### src/rtl/apc_pkg.sv
package apc_pkg;
    // word indices (byte offset / 4)
    localparam int unsigned W_CTRL = 0;
    localparam int unsigned W_MODE = 1;
    localparam int unsigned W_STAT = 2;
    localparam int unsigned W_SCLR = 3;
    localparam int unsigned W_SSET = 4;
    localparam int unsigned W_IEN  = 5;
    localparam int unsigned W_IDIS = 6;
    localparam int unsigned W_IMSK = 7;
    localparam int unsigned W_RHLD = 8;
    localparam int unsigned W_THLD = 9;
    localparam int unsigned W_VER  = 10;

    // control word bits
    localparam int unsigned C_RX_EN  = 0;
    localparam int unsigned C_RX_DIS = 1;
    localparam int unsigned C_CK_EN  = 2;
    localparam int unsigned C_CK_DIS = 3;
    localparam int unsigned C_TX_EN  = 4;
    localparam int unsigned C_TX_DIS = 5;
    localparam int unsigned C_RST    = 7;

    // status word bits
    localparam int unsigned B_RX_ON  = 0;
    localparam int unsigned B_RX_RDY = 1;
    localparam int unsigned B_RX_OVR = 2;
    localparam int unsigned B_TX_ON  = 4;
    localparam int unsigned B_TX_RDY = 5;
    localparam int unsigned B_TX_UDR = 6;
    localparam int unsigned B_OVR_CH = 8;
    localparam int unsigned B_UDR_CH = 20;

    localparam logic [31:0] IRQ_SRC = 32'h0000_0066;

    typedef struct packed {
        logic rx;
        logic tx;
        logic ck;
    } en_t;

    typedef struct packed {
        logic [31:0] sticky;
        logic [31:0] mask;
    } stat_t;

    typedef struct packed {
        logic [31:0] mode;
        logic [31:0] hold;
        logic        load;
    } top_t;
endpackage

### src/rtl/apc_ctrl.sv
module apc_ctrl
    import apc_pkg::*;
(
    input  logic       clk,
    input  logic       rst_n,
    input  logic       wr,
    input  logic       sw_rst,
    input  logic [5:0] cmd,
    output logic       rx_on,
    output logic       tx_on,
    output logic       ck_on
);
    en_t en_d, en_q;

    function automatic logic pick(input logic cur, input logic on, input logic off);
        return off ? 1'b0 : (on ? 1'b1 : cur);
    endfunction

    always_comb begin
        en_d = en_q;
        if (sw_rst) begin
            en_d = '0;
        end else if (wr) begin
            en_d.rx = pick(en_q.rx, cmd[C_RX_EN], cmd[C_RX_DIS]);
            en_d.ck = pick(en_q.ck, cmd[C_CK_EN], cmd[C_CK_DIS]);
            en_d.tx = pick(en_q.tx, cmd[C_TX_EN], cmd[C_TX_DIS]);
        end
    end

    always_ff @(posedge clk or negedge rst_n) begin
        if (!rst_n) en_q <= '0;
        else        en_q <= en_d;
    end

    assign rx_on = en_q.rx;
    assign tx_on = en_q.tx;
    assign ck_on = en_q.ck;
endmodule

### src/rtl/apc_status.sv
module apc_status
    import apc_pkg::*;
#(
    parameter int NCH = 8
) (
    input  logic                    clk,
    input  logic                    rst_n,
    input  logic                    sw_rst,
    input  logic                    wr_clr,
    input  logic                    wr_set,
    input  logic                    wr_ien,
    input  logic                    wr_idis,
    input  logic                    rd_hold,
    input  logic                    wr_hold,
    input  logic [31:0]             wdata,
    input  logic                    ev_rx_rdy,
    input  logic                    ev_rx_ovr,
    input  logic                    ev_tx_rdy,
    input  logic                    ev_tx_udr,
    input  logic [$clog2(NCH)-1:0]  ev_chan,
    output logic [31:0]             sticky_q,
    output logic [31:0]             mask_q,
    output logic                    irq
);
    localparam int CH_W = $clog2(NCH);
    localparam logic [31:0] CH_ONES = 32'((64'd1 << NCH) - 64'd1);
    localparam logic [31:0] KEEP = IRQ_SRC | (CH_ONES << B_OVR_CH) | (CH_ONES << B_UDR_CH);

    stat_t st_d, st_q;
    logic [NCH-1:0] ovr_hit, udr_hit;
    logic [31:0] ev_vec, pop_vec, clr_vec, set_vec;

    for (genvar c = 0; c < NCH; c++) begin : g_ch
        assign ovr_hit[c] = ev_rx_ovr && (ev_chan == CH_W'(c));
        assign udr_hit[c] = ev_tx_udr && (ev_chan == CH_W'(c));
    end

    always_comb begin
        ev_vec = '0;
        ev_vec[B_RX_RDY] = ev_rx_rdy;
        ev_vec[B_RX_OVR] = ev_rx_ovr;
        ev_vec[B_TX_RDY] = ev_tx_rdy;
        ev_vec[B_TX_UDR] = ev_tx_udr;
        ev_vec[B_OVR_CH +: NCH] = ovr_hit;
        ev_vec[B_UDR_CH +: NCH] = udr_hit;

        pop_vec = '0;
        pop_vec[B_RX_RDY] = rd_hold;
        pop_vec[B_TX_RDY] = wr_hold;

        clr_vec = wr_clr ? wdata : '0;
        set_vec = wr_set ? wdata : '0;

        st_d.sticky = ((st_q.sticky & ~clr_vec & ~pop_vec) | set_vec | ev_vec) & KEEP;
        st_d.mask   = ((st_q.mask | (wr_ien ? wdata : '0)) & ~(wr_idis ? wdata : '0)) & IRQ_SRC;
        if (sw_rst) st_d = '0;
    end

    always_ff @(posedge clk or negedge rst_n) begin
        if (!rst_n) st_q <= '0;
        else        st_q <= st_d;
    end

    assign sticky_q = st_q.sticky;
    assign mask_q   = st_q.mask;
    assign irq      = |(st_q.sticky & st_q.mask);
endmodule

### src/rtl/apc_rdmux.sv
module apc_rdmux
    import apc_pkg::*;
#(
    parameter int          WORD_W  = 4,
    parameter logic [31:0] VERSION = 32'h0000_0210
) (
    input  logic              rd,
    input  logic [WORD_W-1:0] word,
    input  logic [31:0]       mode,
    input  logic [31:0]       sticky,
    input  logic [31:0]       mask,
    input  logic              rx_on,
    input  logic              tx_on,
    input  logic [31:0]       rx_hold,
    output logic [31:0]       rdata
);
    logic [31:0] st_view;

    always_comb begin
        st_view = sticky;
        st_view[B_RX_ON] = rx_on;
        st_view[B_TX_ON] = tx_on;
        rdata = '0;
        if (rd) begin
            case (word)
                WORD_W'(W_MODE): rdata = mode;
                WORD_W'(W_STAT): rdata = st_view;
                WORD_W'(W_IMSK): rdata = mask;
                WORD_W'(W_RHLD): rdata = rx_hold;
                WORD_W'(W_VER):  rdata = VERSION;
                default:         rdata = '0;
            endcase
        end
    end
endmodule

### src/rtl/apc_regs.sv
module apc_regs
    import apc_pkg::*;
#(
    parameter int          ADDR_W  = 6,
    parameter int          NCH     = 8,
    parameter logic [31:0] VERSION = 32'h0000_0210
) (
    input  logic                   clk,
    input  logic                   rst_n,
    input  logic                   bus_sel,
    input  logic                   bus_wr,
    input  logic [ADDR_W-1:0]      bus_addr,
    input  logic [31:0]            bus_wdata,
    output logic [31:0]            bus_rdata,
    input  logic [31:0]            rx_hold_i,
    output logic                   rx_pop_o,
    output logic [31:0]            tx_hold_o,
    output logic                   tx_load_o,
    output logic [31:0]            mode_o,
    input  logic                   ev_rx_rdy,
    input  logic                   ev_rx_ovr,
    input  logic                   ev_tx_rdy,
    input  logic                   ev_tx_udr,
    input  logic [$clog2(NCH)-1:0] ev_chan,
    output logic                   rx_on_o,
    output logic                   tx_on_o,
    output logic                   clk_on_o,
    output logic                   irq_o
);
    localparam int WORD_W = ADDR_W - 2;

    logic acc, wr, rd;
    logic [WORD_W-1:0] word;
    logic wr_ctrl, wr_mode, wr_sclr, wr_sset, wr_ien, wr_idis, wr_thld, rd_rhld, sw_rst;
    logic [31:0] stat_sticky, stat_mask;
    top_t top_d, top_q;

    assign acc  = bus_sel && (bus_addr[1:0] == 2'b00);
    assign wr   = acc && bus_wr;
    assign rd   = acc && !bus_wr;
    assign word = bus_addr[ADDR_W-1:2];

    assign wr_ctrl = wr && (word == WORD_W'(W_CTRL));
    assign wr_mode = wr && (word == WORD_W'(W_MODE));
    assign wr_sclr = wr && (word == WORD_W'(W_SCLR));
    assign wr_sset = wr && (word == WORD_W'(W_SSET));
    assign wr_ien  = wr && (word == WORD_W'(W_IEN));
    assign wr_idis = wr && (word == WORD_W'(W_IDIS));
    assign wr_thld = wr && (word == WORD_W'(W_THLD));
    assign rd_rhld = rd && (word == WORD_W'(W_RHLD));
    assign sw_rst  = wr_ctrl && bus_wdata[C_RST];

    always_comb begin
        top_d      = top_q;
        top_d.load = wr_thld;
        if (wr_mode) top_d.mode = bus_wdata;
        if (wr_thld) top_d.hold = bus_wdata;
        if (sw_rst)  top_d = '0;
    end

    always_ff @(posedge clk or negedge rst_n) begin
        if (!rst_n) top_q <= '0;
        else        top_q <= top_d;
    end

    apc_ctrl u_ctrl (
        .clk    (clk),
        .rst_n  (rst_n),
        .wr     (wr_ctrl),
        .sw_rst (sw_rst),
        .cmd    (bus_wdata[5:0]),
        .rx_on  (rx_on_o),
        .tx_on  (tx_on_o),
        .ck_on  (clk_on_o)
    );

    apc_status #(.NCH(NCH)) u_status (
        .clk       (clk),
        .rst_n     (rst_n),
        .sw_rst    (sw_rst),
        .wr_clr    (wr_sclr),
        .wr_set    (wr_sset),
        .wr_ien    (wr_ien),
        .wr_idis   (wr_idis),
        .rd_hold   (rd_rhld),
        .wr_hold   (wr_thld),
        .wdata     (bus_wdata),
        .ev_rx_rdy (ev_rx_rdy),
        .ev_rx_ovr (ev_rx_ovr),
        .ev_tx_rdy (ev_tx_rdy),
        .ev_tx_udr (ev_tx_udr),
        .ev_chan   (ev_chan),
        .sticky_q  (stat_sticky),
        .mask_q    (stat_mask),
        .irq       (irq_o)
    );

    apc_rdmux #(.WORD_W(WORD_W), .VERSION(VERSION)) u_rdmux (
        .rd      (rd),
        .word    (word),
        .mode    (top_q.mode),
        .sticky  (stat_sticky),
        .mask    (stat_mask),
        .rx_on   (rx_on_o),
        .tx_on   (tx_on_o),
        .rx_hold (rx_hold_i),
        .rdata   (bus_rdata)
    );

    assign rx_pop_o  = rd_rhld;
    assign tx_hold_o = top_q.hold;
    assign tx_load_o = top_q.load;
    assign mode_o    = top_q.mode;
endmodule

### config.mk
export PLATFORM = sky130hd
export DESIGN_NAME = apc_regs
export DESIGN_NICKNAME = d
export VERILOG_FILES = /design/src/rtl/apc_pkg.sv /design/src/rtl/apc_ctrl.sv /design/src/rtl/apc_status.sv /design/src/rtl/apc_rdmux.sv /design/src/rtl/apc_regs.sv
export SDC_FILE = /design/constraint.sdc
export NUM_CORES = 1
export LEC_CHECK = 0
export ABC_AREA = 0
export BUFFER_PORTS_ARGS = -buffer_cell sky130_fd_sc_hd__buf_2
export CAP_MARGIN = 20
export CORE_ASPECT_RATIO = 0.9
export CORE_MARGIN = 4
export CORE_UTILIZATION = 44
export CTS_CLUSTER_DIAMETER = 100
export DETAILED_ROUTE_END_ITERATION = 10
export GPL_TIMING_DRIVEN = 0
export PLACE_DENSITY_LB_ADDON = 0.2
export SYNTH_ARGS = -nofsm -noshare
export SYNTH_HDL_FRONTEND = slang
export SYNTH_SLANG_ARGS = --single-unit
### constraint.sdc
create_clock -name clk -period 1.7 [get_ports clk]
set_input_delay 0.34 -clock clk [delete_from_list [all_inputs] [get_ports clk]]
set_output_delay 0.34 -clock clk [all_outputs]
set_load 0.05 [all_outputs]
==> results of run 1 <==
## cell usage after synthesis (8+ instances only)
| master | count |
|---|---|
| a21oi_1 | 8 |
| a21oi_2 | 69 |
| a22o_1 | 13 |
| a22oi_1 | 27 |
| a31oi_1 | 11 |
| a32oi_1 | 8 |
| buf_2 | 16 |
| buf_6 | 10 |
| clkbuf_1 | 10 |
| dfrtp_1 | 92 |
| inv_1 | 22 |
| nand2_1 | 127 |
| nor2_1 | 13 |
| o21ai_0 | 20 |
| o21ai_1 | 9 |
| o22ai_1 | 11 |
| o22ai_2 | 9 |
## worst max-delay path: stages
cell and delay, ns:
buf_8 0.10, buf_8 0.12, buf_6 0.11, nor4b_4 0.13, buf_6 0.13, buf_12 0.13, a222oi_1 0.46, nor2_4 0.06
buf_8 0.16
## layer usage
metal / routed length [µm] / up-vias / GRT usage / share of wire
li1: - / 2334 / - / -
met1: 7940 / 2546 / 0.382 / 0.42
met2: 9060 / 269 / 0.452 / 0.48
met3: 1470 / 31 / 0.0592 / 0.078
met4: 354 / 2 / 0.0777 / 0.019
met5: 7 / - / 0 / 0.00037
## area by class of cell
class	count	share of cell area
tap	152	0.0252
buffer	43	0.0497
inverter	22	0.0116
clock buffer	12	0.0313
clock inverter	4	0.00662
timing repair buffer	209	0.205
sequential	92	0.305
multi-input combinational	377	0.366
## power breakdown
part	switching [mW]	internal [mW]
combinational	0.934	0.413
sequential	0.130	2.36
clock	0.864	1.14
## timing repair
item | 4_1_cts | 5_1_grt
endpoints found under the setup margin | 33 | 50
gates resized for setup | 102 | 52
cloned | 3 | 3
pin swaps | 12 | 24
hold endpoints to repair | 20 | 0
setup buffers | 13 | 10
hold buffers | 1 | 0
## metrics by stage
step                TNS (ns)  power [mW]  area (µm²)
finish                -10.81        5.84        7560
global route          -12.14        6.04        7560
CTS                   -11.75        5.80        7280
detailed placement    -34.16        3.78        6480
global placement      -86.84        3.74        6450
floorplan              -5.65        3.34        5360
## sequential cells by signal (all words and copies together), names as in the netlist
name,count
u_status.sticky_q,20
tx_hold_o,32
tx_load_o,1
u_ctrl.rx_on,1
mode_o,32
u_status.mask_q,4
u_ctrl.ck_on,1
u_ctrl.tx_on,1
## final timing paths
path / slack [ns] / endpoint / startpoint / cells after the start
setup / recovery: -0.39 / bus_rdata[6] / bus_addr[5] / 9
hold / removal: 0.23 / tx_hold_o[19] / bus_wdata[19] / 3
setup reg to reg: 0.78 / u_status.mask_q[1] / u_status.mask_q[1] / 3
hold reg to reg: 0.52 / tx_hold_o[3] / tx_hold_o[3] / 2
max in group asynchronous: 0.58 / u_status.sticky_q[25] / rst_n / 3
min in group asynchronous: 0.46 / u_status.sticky_q[5] / rst_n / 2
## kinds of logic (layout without fill, tap and decap cells)
kind of cell / Yosys count / in the layout / share of synthesized area
AND/OR/NAND/NOR: 182 / 182 / 0.168
flip-flops: 92 / 92 / 0.458
buffers and inverters: 66 / 290 / 0.0734
AO/OA/AOI/OAI: 195 / 195 / 0.300
==> results.sh, run 1 <==
export IMPL_via_per_inst=5.69
export IMPL_synth_area_leaders="dfrtp_1 46%, a21oi_2 12%, nand2_1 9.5%"
export IMPL_grt_max_degree=73
export IMPL_multi_input_area_mm2=0.00277
export IMPL_status="finished, violations left"
export IMPL_synth_edff_count=0
export IMPL_die_area_mm2=0.0132
export IMPL_clk_pin_slew_ns=0.06
export IMPL_nets=835
export IMPL_syn_nets=616
export IMPL_worstHoldPathType="primary input to flip-flop"
export IMPL_gp_congestion=0.907
export IMPL_synthCells=535
export IMPL_hold_viol=0
export IMPL_ant_nets=0
export IMPL_ys_seq_area_frac=0.458
export IMPL_wirelength_um=18800
export IMPL_antenna_found_initial=1
export IMPL_peakVddDrop_mv=0.477
export IMPL_synth_flop_cell="dfrtp_1"
export IMPL_syn_cell_area_mm2=0.00503
export IMPL_violations="setup timing"
export IMPL_avgSynthCellArea_um2=9.40
export IMPL_layout_drive_gt1_share=0.499
export IMPL_n_fill_cell=881
export IMPL_fmax_mhz=479
export IMPL_cts_buffers=9
export IMPL_synth_cell_type_count=39
export IMPL_whs_ns=0.231
export IMPL_grt_pass1_vias=5190
export IMPL_chipWidth_um=121
export IMPL_cts_max_level=3
export IMPL_crit_type="primary input to primary output"
export IMPL_mostFrequentLayoutCells="155 x buf_2, 126 x nand2_1, 92 x dfrtp_1, 51 x a21oi_2, 41 x buf_6"
export IMPL_finish_utilization=0.688
export IMPL_powerDensity_mw_per_mm2=773
export IMPL_fin_crit_ns=2.09
export IMPL_async_reset_ff_frac=1.00
export IMPL_slew_headroom=0.628
export IMPL_synth_top_area_share=0.458
export IMPL_p_leak_nw=3.42
export IMPL_clock_sinks=92
export IMPL_area_growth_pct=50.3
export IMPL_worstMarginPinSlew_ns=0.558
export IMPL_cp_data_required_time_ns=1.36
export IMPL_seqCellArea_mm2=0.00230
export IMPL_worstPathArrival_ns=1.75
export IMPL_core_area_mm2=0.0110
export IMPL_row_count=36
export IMPL_clkLatencyLatePin_ns=0.34
export IMPL_fin_skew_ns=0
export IMPL_yosysTopAreaCell="dfrtp_1"
export IMPL_hpwl_um=13100
export IMPL_cts_tree="done"
export IMPL_wl_per_cell_um=20.7
export IMPL_drc=0
export IMPL_yosys_register_bits=92
export IMPL_dp_cells=868
export IMPL_drv_slew=0
export IMPL_num_antenna_cells=0
export IMPL_setup_violations=33
export IMPL_grt_overflow_total=0
export IMPL_start_util=0.458
export IMPL_cts_root_buf="clkbuf_16"
export IMPL_firstDrtPassIters=5
export IMPL_grt_first_pass_wirelength_um=28500
export IMPL_max_cap_violations=0
export IMPL_end_kind="primary output"
export IMPL_finalWorstSetupSlack_ns=-0.389
export IMPL_portBuffers=180
export IMPL_synth_warnings=0
export IMPL_pre_cts_ws_ns=-0.716
export IMPL_ios=183
export IMPL_path_max_fanout=5
export IMPL_track_usage=0.279
export IMPL_rsz0062_at_grt="true"
export IMPL_first_iter_violations=456
export IMPL_layout_commonest_cell="buf_2"
export IMPL_crit_path_start_kind="primary input"
export IMPL_fin_cells=911
export IMPL_die_y_um=109
export IMPL_clockBufferDepth=2
export IMPL_fin_crit_sh=1.23
export IMPL_vias=5182
No activity file was read; power rests on OpenSTA's default activity.
==> run 2: changes to the inputs <==
--- a/config.mk
+++ b/config.mk
@@ -9,7 +9,7 @@
 export BUFFER_PORTS_ARGS = -buffer_cell sky130_fd_sc_hd__buf_2
 export CAP_MARGIN = 20
 export CORE_ASPECT_RATIO = 0.9
-export CORE_MARGIN = 4
+export CORE_MARGIN = 2
 export CORE_UTILIZATION = 44
 export CTS_CLUSTER_DIAMETER = 100
 export DETAILED_ROUTE_END_ITERATION = 10
==> results.sh, run 2 (synthesized netlist as in run 1, its figures left out) <==
export IMPL_fin_cells=916
export IMPL_clock_sinks=92
export IMPL_met3_usage=0.0564
export IMPL_p_leak_nw=3.40
export IMPL_setup_violations=33
export IMPL_portBuffers=180
export IMPL_fmax_mhz=467
export IMPL_core_area_mm2=0.0113
export IMPL_peakVddDrop_mv=0.517
export IMPL_grt_first_pass_wirelength_um=27300
export IMPL_track_usage=0.290
export IMPL_slew_headroom=0.609
export IMPL_hold_depth=3
export IMPL_grt_use_met2=0.454
export IMPL_path_depth=9
export IMPL_whs_endpoint="tx_hold_o[19]"
export IMPL_die_y_um=105
export IMPL_rrSetupSlack_ns=0.77
export IMPL_timing_rr_start="u_status.mask_q[5]"
export IMPL_grt_pass1_vias=5145
export IMPL_wl_per_cell_um=19.5
export IMPL_place_area_mm2=0.00648
export IMPL_vias=5169
export IMPL_start_util=0.445
export IMPL_area_growth_pct=47.1
export IMPL_r2r_cells=3
export IMPL_via_per_inst=5.64
export IMPL_crit_slowest_cell="or3b_1"
export IMPL_fin_skew_ns=0
export IMPL_nets=836
export IMPL_drv_slew=0
export IMPL_clkLatencyLatePin_ns=0.34
export IMPL_cts_root_buf="clkbuf_16"
export IMPL_fin_crit_ns=2.14
export IMPL_grt_max_degree=69
export IMPL_hold_start="bus_wdata[19]"
export IMPL_design_area_mm2=0.00740
export IMPL_slowest_delay_ns=0.36
export IMPL_crit_top_cell="buf_8"
export IMPL_cts_buffers=9
export IMPL_clk_pin_slew_ns=0.07
export IMPL_dp_cells=872
export IMPL_crit_path_start_kind="primary input"
export IMPL_firstDrtPassIters=5
export IMPL_crit_chain="buf_8 -> buf_8 -> or3b_1 -> a21oi_2 -> o21ai_4 -> buf_12 -> buf_12 -> a21oi_4 -> buf_8"
export IMPL_reg2reg_to="u_status.mask_q[5]"
export IMPL_drc=0
export IMPL_gp_congestion=0.891
export IMPL_worstMarginPinSlew_ns=0.587
export IMPL_cp_data_required_time_ns=1.36
export IMPL_crit_type="primary input to primary output"
export IMPL_powerDensity_mw_per_mm2=772
export IMPL_end_kind="primary output"
export IMPL_violations="setup timing"
export IMPL_grt_use_met1=0.401
export IMPL_hpwl_um=12500
export IMPL_layout_drive_gt1_share=0.480
export IMPL_path_max_fanout=5
export IMPL_cp_top_family="buffers and inverters"
export IMPL_gr_max_usage_layer="met2"
export IMPL_cts_tree="done"
export IMPL_max_cap_violations=0
export IMPL_finalWorstSetupSlack_ns=-0.442
export IMPL_whs_ns=0.240
export IMPL_worstPathArrival_ns=1.80
export IMPL_grt_overflow_total=0
export IMPL_wirelength_um=17800
export IMPL_antenna_found_initial=0
export IMPL_chipWidth_um=117
export IMPL_num_antenna_cells=0
export IMPL_row_count=37
export IMPL_status="finished, violations left"
export IMPL_ant_nets=0
export IMPL_worstHoldPathType="primary input to flip-flop"
export IMPL_n_fill_cell=949
export IMPL_critPathBufInv=5
export IMPL_die_area_mm2=0.0123
export IMPL_clockBufferDepth=2
export IMPL_ios=183
export IMPL_first_iter_violations=417
export IMPL_rsz0062_at_grt="true"
export IMPL_fin_crit_sh=1.26
export IMPL_mostFrequentLayoutCells="153 x buf_2, 127 x nand2_1, 92 x dfrtp_1, 52 x a21oi_2, 36 x buf_6"
export IMPL_hold_viol=0
export IMPL_layout_commonest_cell="buf_2"
export IMPL_cts_max_level=3
run 2: cell count changes in the layout (fill, tap and decap cells not counted), moves of 2 or more:
cell / change
buf_12: -3
a22oi_1: +17
a22oi_2: -17
buf_2: -2
clkbuf_2: +3
buf_4: +8
clkbuf_1: -6
buf_6: -5
buf_8: +3
clkinv_4: +2
run 2: metal layers:
metal | routed length, µm | vias up
met5 | 0 | -
met4 | 446 | 0
li1 | - | 2327
met3 | 1410 | 27
met2 | 8400 | 264
met1 | 7560 | 2551
run 2: area by class of cell:
type	count	area, µm²	area share
Buffer	43	348	0.0470
Clock buffer	10	229	0.0310
Clock inverter	6	47.5	0.00643
Inverter	22	82.6	0.0112
Multi-Input combinational cell	377	2650	0.358
Sequential cell	92	2300	0.311
Tap cell	156	195	0.0264
Timing Repair Buffer	210	1540	0.208
run 2: worst max path at each step:
stage / startpoint / end / slack [ns]
after global routing: bus_addr[5] / bus_rdata[26] / -0.50
after CTS: bus_addr[5] / bus_rdata[12] / -0.47
after global placement: bus_addr[2] / bus_rdata[15] / -0.77
final: bus_addr[5] / bus_rdata[26] / -0.44
after floorplan: bus_addr[5] / bus_rdata[21] / -0.26
after detailed placement: bus_addr[2] / bus_rdata[27] / -0.76
run 2: stage by stage:
step	utilization	power [mW]	TNS [ns]	setup slack, ns
4_1_cts	0.649	5.71	-12.09	-0.466
6_report	0.655	5.71	-10.70	-0.442
3_5_place_dp	0.574	3.77	-36.46	-0.763
5_1_grt	0.655	5.91	-12.52	-0.500
3_3_place_gp	0.571	3.74	-86.71	-0.766
2_1_floorplan	-	3.34	-5.65	-0.255
run 2: tightest hold or removal path, delay by kind of cell:
| family | cells | cell delay, ns |
|---|---|---|
| compound gates | 1 | 0.06 |
| simple gates | 1 | 0.04 |
| buf+inv | 1 | 0.09 |
run 2: power breakdown:
group	switching, mW	leakage (nW)	internal (mW)
combinational	0.910	2.10	0.398
sequential	0.131	1.17	2.36
clock	0.903	0.133	1.01
total	1.94	3.40	3.76
run 2: repair_timing:
action | in CTS | in global routing
hold endpoints to repair | 24 | 0
gates cloned | 3 | 1
hold buffers | 1 | 0
gates resized for setup | 95 | 38
pin swaps | 8 | 8
endpoints found under the setup margin | 33 | 69
setup buffers | 19 | 7
